--- src/rtl/scramble_latch.sv ---
module scramble_latch #(
  parameter int DATA_W      = 16,
  parameter int LATCH_W     = 8,
  parameter bit FIXED_TABLE = 1'b0,
  parameter logic [LATCH_W*$clog2(LATCH_W)-1:0] TABLE = 24'h13B58D
) (
  input  logic                              clk,
  input  logic                              rst_n,
  input  logic                              bus_we,
  input  logic [DATA_W/8-1:0]               bus_be,
  input  logic [DATA_W-1:0]                 bus_wdata,
  output logic [DATA_W-1:0]                 bus_rdata,
  input  logic                              cfg_load,
  input  logic [LATCH_W*$clog2(LATCH_W)-1:0] cfg_table,
  output logic                              table_ok
);
  localparam int IDX_W = $clog2(LATCH_W);
  localparam int TAB_W = LATCH_W * IDX_W;

  function automatic logic is_perm(input logic [TAB_W-1:0] t);
    logic [LATCH_W-1:0] seen;
    seen = '0;
    for (int i = 0; i < LATCH_W; i++) seen[t[i*IDX_W +: IDX_W]] = 1'b1;
    return &seen;
  endfunction

  logic [LATCH_W-1:0] state_q, mask;
  logic [TAB_W-1:0]   map_q;
  logic [LATCH_W-1:0] wbyte;
  logic               wr_hit;

  generate
    if (FIXED_TABLE) begin : g_fixed
      assign map_q    = TABLE;
      assign table_ok = 1'b1;
    end else begin : g_load
      logic [TAB_W-1:0] map_r;
      logic             ok_r;
      always_ff @(posedge clk) begin
        if (!rst_n) begin
          map_r <= '0;
          ok_r  <= 1'b0;
        end else if (cfg_load && !ok_r && is_perm(cfg_table)) begin
          map_r <= cfg_table;
          ok_r  <= 1'b1;
        end
      end
      assign map_q    = map_r;
      assign table_ok = ok_r;

      p_once_r7: assert property (@(posedge clk) disable iff (!rst_n)
        table_ok |=> table_ok && $stable(map_q));
      p_reject_r8: assert property (@(posedge clk) disable iff (!rst_n)
        (cfg_load && !table_ok && !is_perm(cfg_table)) |=> !table_ok);
    end
  endgenerate

  always_comb begin
    mask = '0;
    for (int i = 0; i < LATCH_W; i++)
      if (state_q[i]) mask[map_q[i*IDX_W +: IDX_W]] = 1'b1;
  end

  assign wbyte  = bus_wdata[LATCH_W-1:0];
  assign wr_hit = bus_we && bus_be[0] && table_ok;

  always_ff @(posedge clk) begin
    if (!rst_n)      state_q <= '0;
    else if (wr_hit) state_q <= (&wbyte) ? '0 : (wbyte ^ mask);
  end

  assign bus_rdata = {{(DATA_W-LATCH_W){1'b0}}, state_q};

  p_hold_r3: assert property (@(posedge clk) disable iff (!rst_n)
    (!bus_we || !bus_be[0]) |=> $stable(bus_rdata));
  p_clear_r4: assert property (@(posedge clk) disable iff (!rst_n)
    (wr_hit && (&wbyte)) |=> (bus_rdata == '0));
  p_mask_r5: assert property (@(posedge clk) disable iff (!rst_n)
    table_ok |-> ($countones(mask) == $countones(state_q)));
  p_nomap_r6: assert property (@(posedge clk) disable iff (!rst_n)
    !table_ok |=> $stable(bus_rdata));
  p_perm_r8: assert property (@(posedge clk) disable iff (!rst_n)
    table_ok |-> is_perm(map_q));
endmodule

--- config.mk ---
export PLATFORM = sky130hd
export DESIGN_NAME = scramble_latch
export DESIGN_NICKNAME = d
export VERILOG_FILES = /design/src/rtl/scramble_latch.sv
export SDC_FILE = /design/constraint.sdc
export NUM_CORES = 1
export LEC_CHECK = 0
export BUFFER_PORTS_ARGS = -buffer_cell sky130_fd_sc_hd__buf_2
export CAP_MARGIN = 10
export CELL_PAD_IN_SITES_DETAIL_PLACEMENT = 0
export CELL_PAD_IN_SITES_GLOBAL_PLACEMENT = 2
export CORE_ASPECT_RATIO = 0.9
export CORE_MARGIN = 2
export CORE_UTILIZATION = 29
export CTS_BUF_LIST = sky130_fd_sc_hd__clkbuf_2
export DETAILED_ROUTE_END_ITERATION = 10
export PLACE_DENSITY = 0.76
export SETUP_SLACK_MARGIN = 0.1
export SLEW_MARGIN = 25
export SYNTH_ARGS = -nofsm -noshare
export SYNTH_HDL_FRONTEND = slang
export SYNTH_SLANG_ARGS = --single-unit
--- constraint.sdc ---
create_clock -name clk -period 1.63 [get_ports clk]
set_clock_uncertainty 0.05 [all_clocks]
set_input_delay 0.163 -clock clk [delete_from_list [all_inputs] [get_ports clk]]
set_output_delay 0.163 -clock clk [all_outputs]
set_load 0.05 [all_outputs]
==> run summary, run 1 <==
Design Area, Final = 4146 sq um
Chip Width = 112.0 um
H-tree level count = 2
Post-synth EDFFs = 0
drc violations = 0
global-route wire length before repair = 15600 um
Hold Startpoint = bus_wdata[1]
initial core utilization = 29.72%
commonest non-fill, non-tap cell in the layout = buf_4
Total Routed Length = 9845 um
clock latency at the later pin of the worst-skew pair = 390 ps
nets = 523
period utilization = 100.0%
R2R Path Start = state_q[7]
row cnt = 35
Seq/Total Area, Yosys = 21.69%
gr ovfl total = 0
worst reg-to-reg path cell count = 6
vias per cell = 5.201
most frequent cells in the layout = buf_4 (72), nand2_1 (64), buf_2 (45), nor2_1 (26), mux2i_1 (24)
Mapped Area = 3045 sq um
Avg WL per Cell = 16.22 um
startpoint types = flop
worst setup path category = reg -> reg
Port Buf Inserts = 45
CTS Hold Bufs = 0
FMAX = 613.5 MHz
die area = 11340 sq um
Max clock buf depth = 2
clock sink total = 33
Fillers = 1080
Cell variety after synth = 49
largest net degree at the start of global routing = 58
CTS clk-pin slew, worst paths = 200 ps
first-pass detailed-route iteration total = 5
sw frac = 32.56%
CP required = 1860 ps
P_sw = 622.0 uW
sequential share of power = 42.9%
Cell Area, Placed = 3699 sq um
flops & latches, synth = 33
Slew @ Worst Pin = 541.9 ps
number of diodes = 0
Comb power frac = 27.2%
DIE HEIGHT = 101.2 um
initial antenna violation count = 0
layout cells sized above 1 = 42.47%
fin crit period = 1630 ps
Synth Area per Inst = 7.749 sq um
Ports = 63
final hold violations = 0
DR iter-0 viols = 176
ys async rst share = 0%
outcome = finished, violations left
Routed Antenna Nets = 0
crit path DAT = 1860 ps
global-route usage over all layers = 17.01%
Root Driver = clkbuf_2
VDD IR-drop max = 0.3465 mV
CP Max Fanout = 4
RSZ-0062 raised after global routing = yes
ys flop type = dfxtp_1
endpoints failing setup = 1
setup TNS = -0.05507 ps
reg2reg end = state_q[6]
Inserted Clock Buffers = 5
Leakage = 0.001578 uW
Layout area overhead = 36.15%
Worst Setup EP = state_q[6]
Slew HR = 63.74%
Core Box Area = 10250 sq um
internal power = 1288 uW
vias post-DR = 3157
crit end category = flop
Max Cap Viol = 0
Synthesis Warnings = 0
pwr dens = 460.7 nW/um^2
Clk pwr share = 30.0%
Mapped Cells = 393
Reg2Reg Setup Slack = -0.06 ps
Hold Path Class = in -> reg
Final WS setup = -0.05507 ps
global placement routability congestion = 0.8980
HPWL Detailed = 7165 um
Crit. Startpoint = state_q[7]
vias in the first global route = 2979
failing checks = setup timing
CTS tree = done
Pins Over Slew Limit = 0
## worst max-delay path, stage by stage, from the launching register on
cell      delay [ps]
dfxtp_4          410
buf_6            110
nand4b_1         100
nand4_1          180
or3_1            390
a32oi_1          220
nor2b_1           60
## through the flow
stage	setup WS (ps)	total power [uW]	utilization, %	std cells	hold slack (ps)
2_1_floorplan	-121.8	1219	-	400	369.7
3_3_place_gp	-161.0	1338	36.09	586	432.3
3_5_place_dp	-227.6	1343	36.09	586	440.7
4_1_cts	5.834	1913	38.25	601	76.96
5_1_grt	-65.08	2019	40.46	607	70.79
6_report	-0.05507	1910	40.46	607	67.62
## cell usage after synthesis, types with 4 or more instances
master	count	share of area (%)
a31oi_1	11	2.3
a21oi_1	6	0.99
nor2b_1	11	2.3
dfxtp_1	33	22
nand3_1	4	0.66
o22ai_1	4	0.82
nor4b_1	5	1.4
nor4bb_1	15	4.9
nand3b_1	13	3.2
buf_6	11	4.1
and3_1	4	0.82
buf_2	5	0.82
buf_4	22	5.4
nor2_1	26	3.2
nand2_1	64	7.9
mux2i_1	24	7.9
nor3b_1	11	2.7
nand4b_1	18	5.2
nor3_1	5	0.82
o21ai_0	6	0.99
inv_1	6	0.74
a22oi_1	9	2.2
nand4_1	19	3.9
clkbuf_1	17	2.1
or3_1	4	0.82
xor2_1	4	1.2
## power by group through the flow
stage / Combinational (uW) / Clock [uW] / Sequential [uW]
final: 519 / 572 / 819
after global routing: 566 / 630 / 823
after CTS: 505 / 580 / 828
after detailed placement: 498 / 0 / 844
after global placement: 495 / 0 / 844
after floorplan: 378 / 0 / 841
## state kept, by name, indices dropped and copies added, names as in the netlist
register and flops:
state_q 8, table_ok 1, g_load.map_r 24
## cells by family (layout without fill, tap and decap cells)
logic type             count (synthesis)  after routing  share of synthesized area, %
AO/OA/AOI/OAI                         47             47                         10.23
XOR/XNOR                               6              6                         1.726
buffers and inverters                 67            145                         14.71
flip-flops                            33             33                         21.69
multiplexers                          24             24                         7.888
other                                  1              8                        0.1231
AND/OR/NAND/NOR                      215            215                         43.63
## worst min path at each step
stage / endpoint / cells past startpoint
2_1_floorplan: g_load.map_r[4] / 3
3_3_place_gp: g_load.map_r[3] / 2
3_5_place_dp: g_load.map_r[9] / 2
4_1_cts: state_q[1] / 4
5_1_grt: state_q[1] / 4
6_report: state_q[1] / 4
## cell type report
| cell class | instances | area (sq um) | area share, % |
|---|---|---|---|
| clock buffer | 5 | 25.02 | 0.6035 |
| clock inverter | 3 | 40.04 | 0.9656 |
| inverter | 6 | 22.52 | 0.5431 |
| multi-input combinational | 300 | 2191 | 52.84 |
| timing repair buffer | 131 | 977.2 | 23.57 |
| sequential | 33 | 729.5 | 17.59 |
| tap | 129 | 161.4 | 3.893 |
## routing by layer
metal | vias up | routed length [um] | part of all wire (%) | track usage (%)
met5 | - | 0 | 0 | 0
met4 | 0 | 64 | 0.65 | 2.720
met3 | 7 | 440 | 4.5 | 2.334
met2 | 61 | 4683 | 48 | 29.09
met1 | 1514 | 4655 | 47 | 23.53
li1 | 1575 | - | - | -
## what timing repair did
action                                 CTS  global route
setup endpoints to repair                8            11
gates cloned                             0             2
pin swaps                               18            11
gates resized for setup                 32            31
buffers inserted                         7             4
endpoints found under the hold margin    0             0
Note: power is estimated with default switching activity, not from simulation.
==> inputs of run 2 (changes only) <==
Settings changed: BUFFER_PORTS_ARGS -buffer_cell sky130_fd_sc_hd__buf_2 to not set, CORE_UTILIZATION 29 to 34, DONT_BUFFER_PORTS set to 1.
==> run summary, run 2 (synthesized netlist as in run 1, its figures left out) <==
nets = 484
FMAX = 622.0 MHz
Slew @ Worst Pin = 501.2 ps
DIE HEIGHT = 93.79 um
pwr dens = 409.0 nW/um^2
worst setup path category = reg -> reg
Reg2Reg Setup Slack = 20 ps
Cell Area, Placed = 3233 sq um
crit end category = flop
Largest register FFs = 24
global placement routability congestion = 0.9286
vias per cell = 5.407
Leakage = 0.001364 uW
Comb power frac = 23.9%
layout cells sized above 1 = 30.98%
CTS tree = done
number of diodes = 0
Core Box Area = 8648 sq um
Slew HR = 66.28%
setup TNS = 0 ps
CTS clk-pin slew, worst paths = 220 ps
commonest non-fill, non-tap cell in the layout = nand2_1
Hold Path Class = in -> reg
period utilization = 98.63%
first-pass detailed-route iteration total = 4
gr ovfl total = 0
die area = 9731 sq um
Worst Hold Depth = 3
endpoints failing setup = 0
drc violations = 0
final hold violations = 0
initial antenna violation count = 0
startpoint types = flop
H-tree level count = 2
most used cell, CP = nand4_1
hold path endpoint = state_q[7]
Layout area overhead = 33.81%
DR iter-0 viols = 148
placed insts = 504
CP Cell Sequence = buf_4, nand4_1, nand4_1, or3_1, a32oi_1, nor2b_1
global-route wire length before repair = 15640 um
vias in the first global route = 2868
CP required = 1860 ps
Routed Antenna Nets = 0
CP peak stage delay = 420 ps
fin crit period = 1608 ps
CP top delay family = simple AND/OR/NAND/NOR gates
Hold Startpoint = bus_wdata[7]
Max Cap Viol = 0
Root Driver = clkbuf_2
Clk pwr share = 27.2%
most frequent cells in the layout = nand2_1 (64), buf_4 (42), dlygate4sd3_1 (37), nor2_1 (26), mux2i_1 (24)
Top reg by flops = g_load.map_r
CP Max Fanout = 5
crit path buf inv count = 1
non-filler cells, final = 558
reg2reg end = state_q[7]
Port Buf Inserts = 0
Inserted Clock Buffers = 5
crit path DAT = 1840 ps
row cnt = 32
Ports = 63
Total Routed Length = 9930 um
outcome = completed
clock sink total = 33
Chip Width = 103.8 um
sequential share of power = 48.9%
sw frac = 33.63%
Design Area, Final = 4075 sq um
R2R Path Start = g_load.map_r[7]
Pins Over Slew Limit = 0
HPWL Detailed = 6778 um
Crit-path slowest cell = dfxtp_4
Max clock buf depth = 2
largest net degree at the start of global routing = 52
initial core utilization = 35.21%
vias post-DR = 3017
P_sw = 560.4 uW
clock latency at the later pin of the worst-skew pair = 400 ps
internal power = 1106 uW
Avg WL per Cell = 17.80 um
global-route usage over all layers = 20.18%
VDD IR-drop max = 0.2579 mV
RSZ-0062 raised after global routing = yes
worst reg-to-reg path cell count = 6
==> run 2: power groups by stage <==
stage          Combinational [uW]  Sequential (uW)  Clock, uW
5_1_grt                       429              819        496
2_1_floorplan                 378              841          0
4_1_cts                       390              818        460
3_3_place_gp                  282              844          0
6_report                      398              816        453
3_5_place_dp                  284              845          0
==> run 2: routing by layer <==
layer | wire length [um] | up-vias | track usage [%]
met5 | 0 | - | 0
met4 | 38 | 0 | 2.928
met3 | 521 | 4 | 3.606
met2 | 4395 | 77 | 31.68
met1 | 4975 | 1443 | 29.42
li1 | - | 1493 | -
==> run 2: timing repair <==
item / in CTS / in global routing
pin swaps: 21 / 20
gates resized for setup: 58 / 23
setup buffers: 6 / 3
hold buffers: 37 / 1
hold endpoints to repair: 33 / 1
setup endpoints to repair: 8 / 8
==> run 2: worst max path at each step <==
stage	start	to	slack [ps]	cells after the start
after floorplan	cfg_table[4]	g_load.map_r[10]	-120	7
after global placement	g_load.map_r[6]	state_q[4]	3	7
after detailed placement	g_load.map_r[6]	state_q[4]	-30	7
after CTS	g_load.map_r[23]	state_q[4]	40	7
after global routing	g_load.map_r[7]	state_q[7]	-40	6
final	g_load.map_r[7]	state_q[7]	20	6
==> run 2: worst min-delay path, cell delays in order <==
cell and delay, ps:
or3_1 80, a32oi_1 80, nor2b_1 90
==> run 2: area by class of cell <==
cell class	count	area, sq um
Multi-Input combinational cell	300	2266
Tap cell	119	148.9
Inverter	6	22.52
Clock inverter	3	20.02
Clock buffer	5	25.02
Sequential cell	33	743.2
Timing Repair Buffer	92	849.6
Fill cell	886	4573
==> run 2: through the flow <==
| step | hold WS, ps | power (uW) | setup WS [ps] | utilization [%] |
|---|---|---|---|---|
| CTS | 5.279 | 1668 | 38.12 | 45.47 |
| global route | 6.374 | 1744 | -38.79 | 47.12 |
| floorplan | 369.7 | 1219 | -121.8 | - |
| finish | 24.24 | 1667 | 22.26 | 47.12 |
| detailed placement | 248.8 | 1128 | -25.89 | 37.38 |
| global placement | 246.6 | 1126 | 3.340 | 37.38 |
==> inputs of run 3 (changes only) <==
Settings changed: SETUP_SLACK_MARGIN 0.1 to not set.
==> run summary, run 3 (synthesized netlist as in run 1, its figures left out) <==
outcome = finished, violations left
vias in the first global route = 2863
H-tree level count = 2
number of diodes = 0
Ports = 63
Highest Signal Layer = met4
die area = 9731 sq um
vias per cell = 5.521
Cell Area, Placed = 3232 sq um
initial antenna violation count = 0
Core Box Area = 8648 sq um
pre-CTS setup slack = -67.71 ps
Final WS setup = -21.89 ps
clock latency at the later pin of the worst-skew pair = 410 ps
global placement routability congestion = 0.8927
HPWL Detailed = 6846 um
non-filler cells, final = 547
commonest non-fill, non-tap cell in the layout = nand2_1
placed insts = 506
Max clock buf depth = 2
Inserted Clock Buffers = 5
FMAX = 605.4 MHz
endpoints failing setup = 2
hold slack = 20.40 ps
Avg WL per Cell = 17.54 um
clock sink total = 33
crit path DAT = 1870 ps
vias post-DR = 3020
worst setup path category = reg -> reg
Port Buf Inserts = 0
global-route wire length before repair = 15280 um
DR iter-0 viols = 230
Routed Antenna Nets = 0
RSZ-0062 raised after global routing = yes
most frequent cells in the layout = nand2_1 (64), buf_4 (48), dlygate4sd3_1 (29), nor2_1 (26), mux2i_1 (24)
final hold violations = 0
period utilization = 101.3%
fin crit period = 1652 ps
Leakage = 0.001310 uW
drc violations = 0
Root Driver = clkbuf_2
nets = 473
Hold Path Class = in -> reg
Metal-1 WL = 4686 um
first-pass detailed-route iteration total = 5
DIE HEIGHT = 93.79 um
gr ovfl total = 0
largest net degree at the start of global routing = 58
pwr dens = 465.7 nW/um^2
row cnt = 32
Max Cap Viol = 0
CTS tree = done
DR WL met3 = 592 um
CTS clk-pin slew, worst paths = 220 ps
Layout area overhead = 24.86%
Pins Over Slew Limit = 0
met2 WL = 4244 um
Design Area, Final = 3802 sq um
initial core utilization = 35.21%
startpoint types = flop
CP required = 1850 ps
Largest register FFs = 24
failing checks = setup timing
Total Routed Length = 9593 um
crit end category = flop
Top reg by flops = g_load.map_r
CP Max Fanout = 8
VDD IR-drop max = 0.3487 mV
layout cells sized above 1 = 27.57%
Chip Width = 103.8 um
global-route usage over all layers = 19.86%
-- run 3: changes by cell type in the layout (fill, tap and decap cells not counted), sizes merged --
cell / change
buf: -3
bufinv: +1
clkbuf: +1
clkinv: +1
clkinvlp: -1
dlygate4sd3: -8
inv: -2
-- run 3: cell type report --
class                   instances  area (sq um)
clock buffers                   6         30.03
clock inverters                 2         33.78
fillers                       885          4846
inverters                       6         22.52
multi-input cells             300          2147
flip-flops and latches         33         706.9
well taps                     119         148.9
repair buffers                 81         713.2
-- run 3: path summary, 6_finish.rpt --
check / from / endpoint / slack [ps] / cells after the start
max: g_load.map_r[21] / state_q[6] / -20 / 5
min: rst_n / g_load.map_r[1] / 20 / 3
max reg2reg: g_load.map_r[21] / state_q[6] / -20 / 5
min reg2reg: g_load.map_r[3] / g_load.map_r[3] / 450 / 2
-- run 3: stage by stage --
stage,TNS (ps),util (%),total power (uW)
2_1_floorplan,-2439,-,1226
3_3_place_gp,-23.87,37.37,1136
3_5_place_dp,-104.5,37.37,1138
4_1_cts,-17.98,41.90,1783
5_1_grt,-433.1,43.97,1838
6_report,-37.22,43.97,1771
-- run 3: layer usage --
layer	GRT usage, %	vias to the layer above
met4	4.167	0
met1	28.18	1444
met3	3.675	9
met5	0	-
li1	-	1474
met2	31.46	93
-- run 3: power breakdown --
group	switching, uW	internal [uW]
clock network	306	262
registers	16.5	810
logic	191	186
-- run 3: worst max-delay path: stages, from the launching register on --
cell and delay, ps:
dfxtp_4 440, nand4b_1 180, nand4_1 190, or3_1 390, a32oi_1 210, nor2b_1 80
-- run 3: what timing repair did --
action                                  4_1_cts  5_1_grt
setup buffers                                 0        3
hold buffers                                 30        0
gates resized for setup                       6       40
endpoints found under the setup margin        3        8
pin swaps                                     2       10
hold endpoints to repair                     33        0
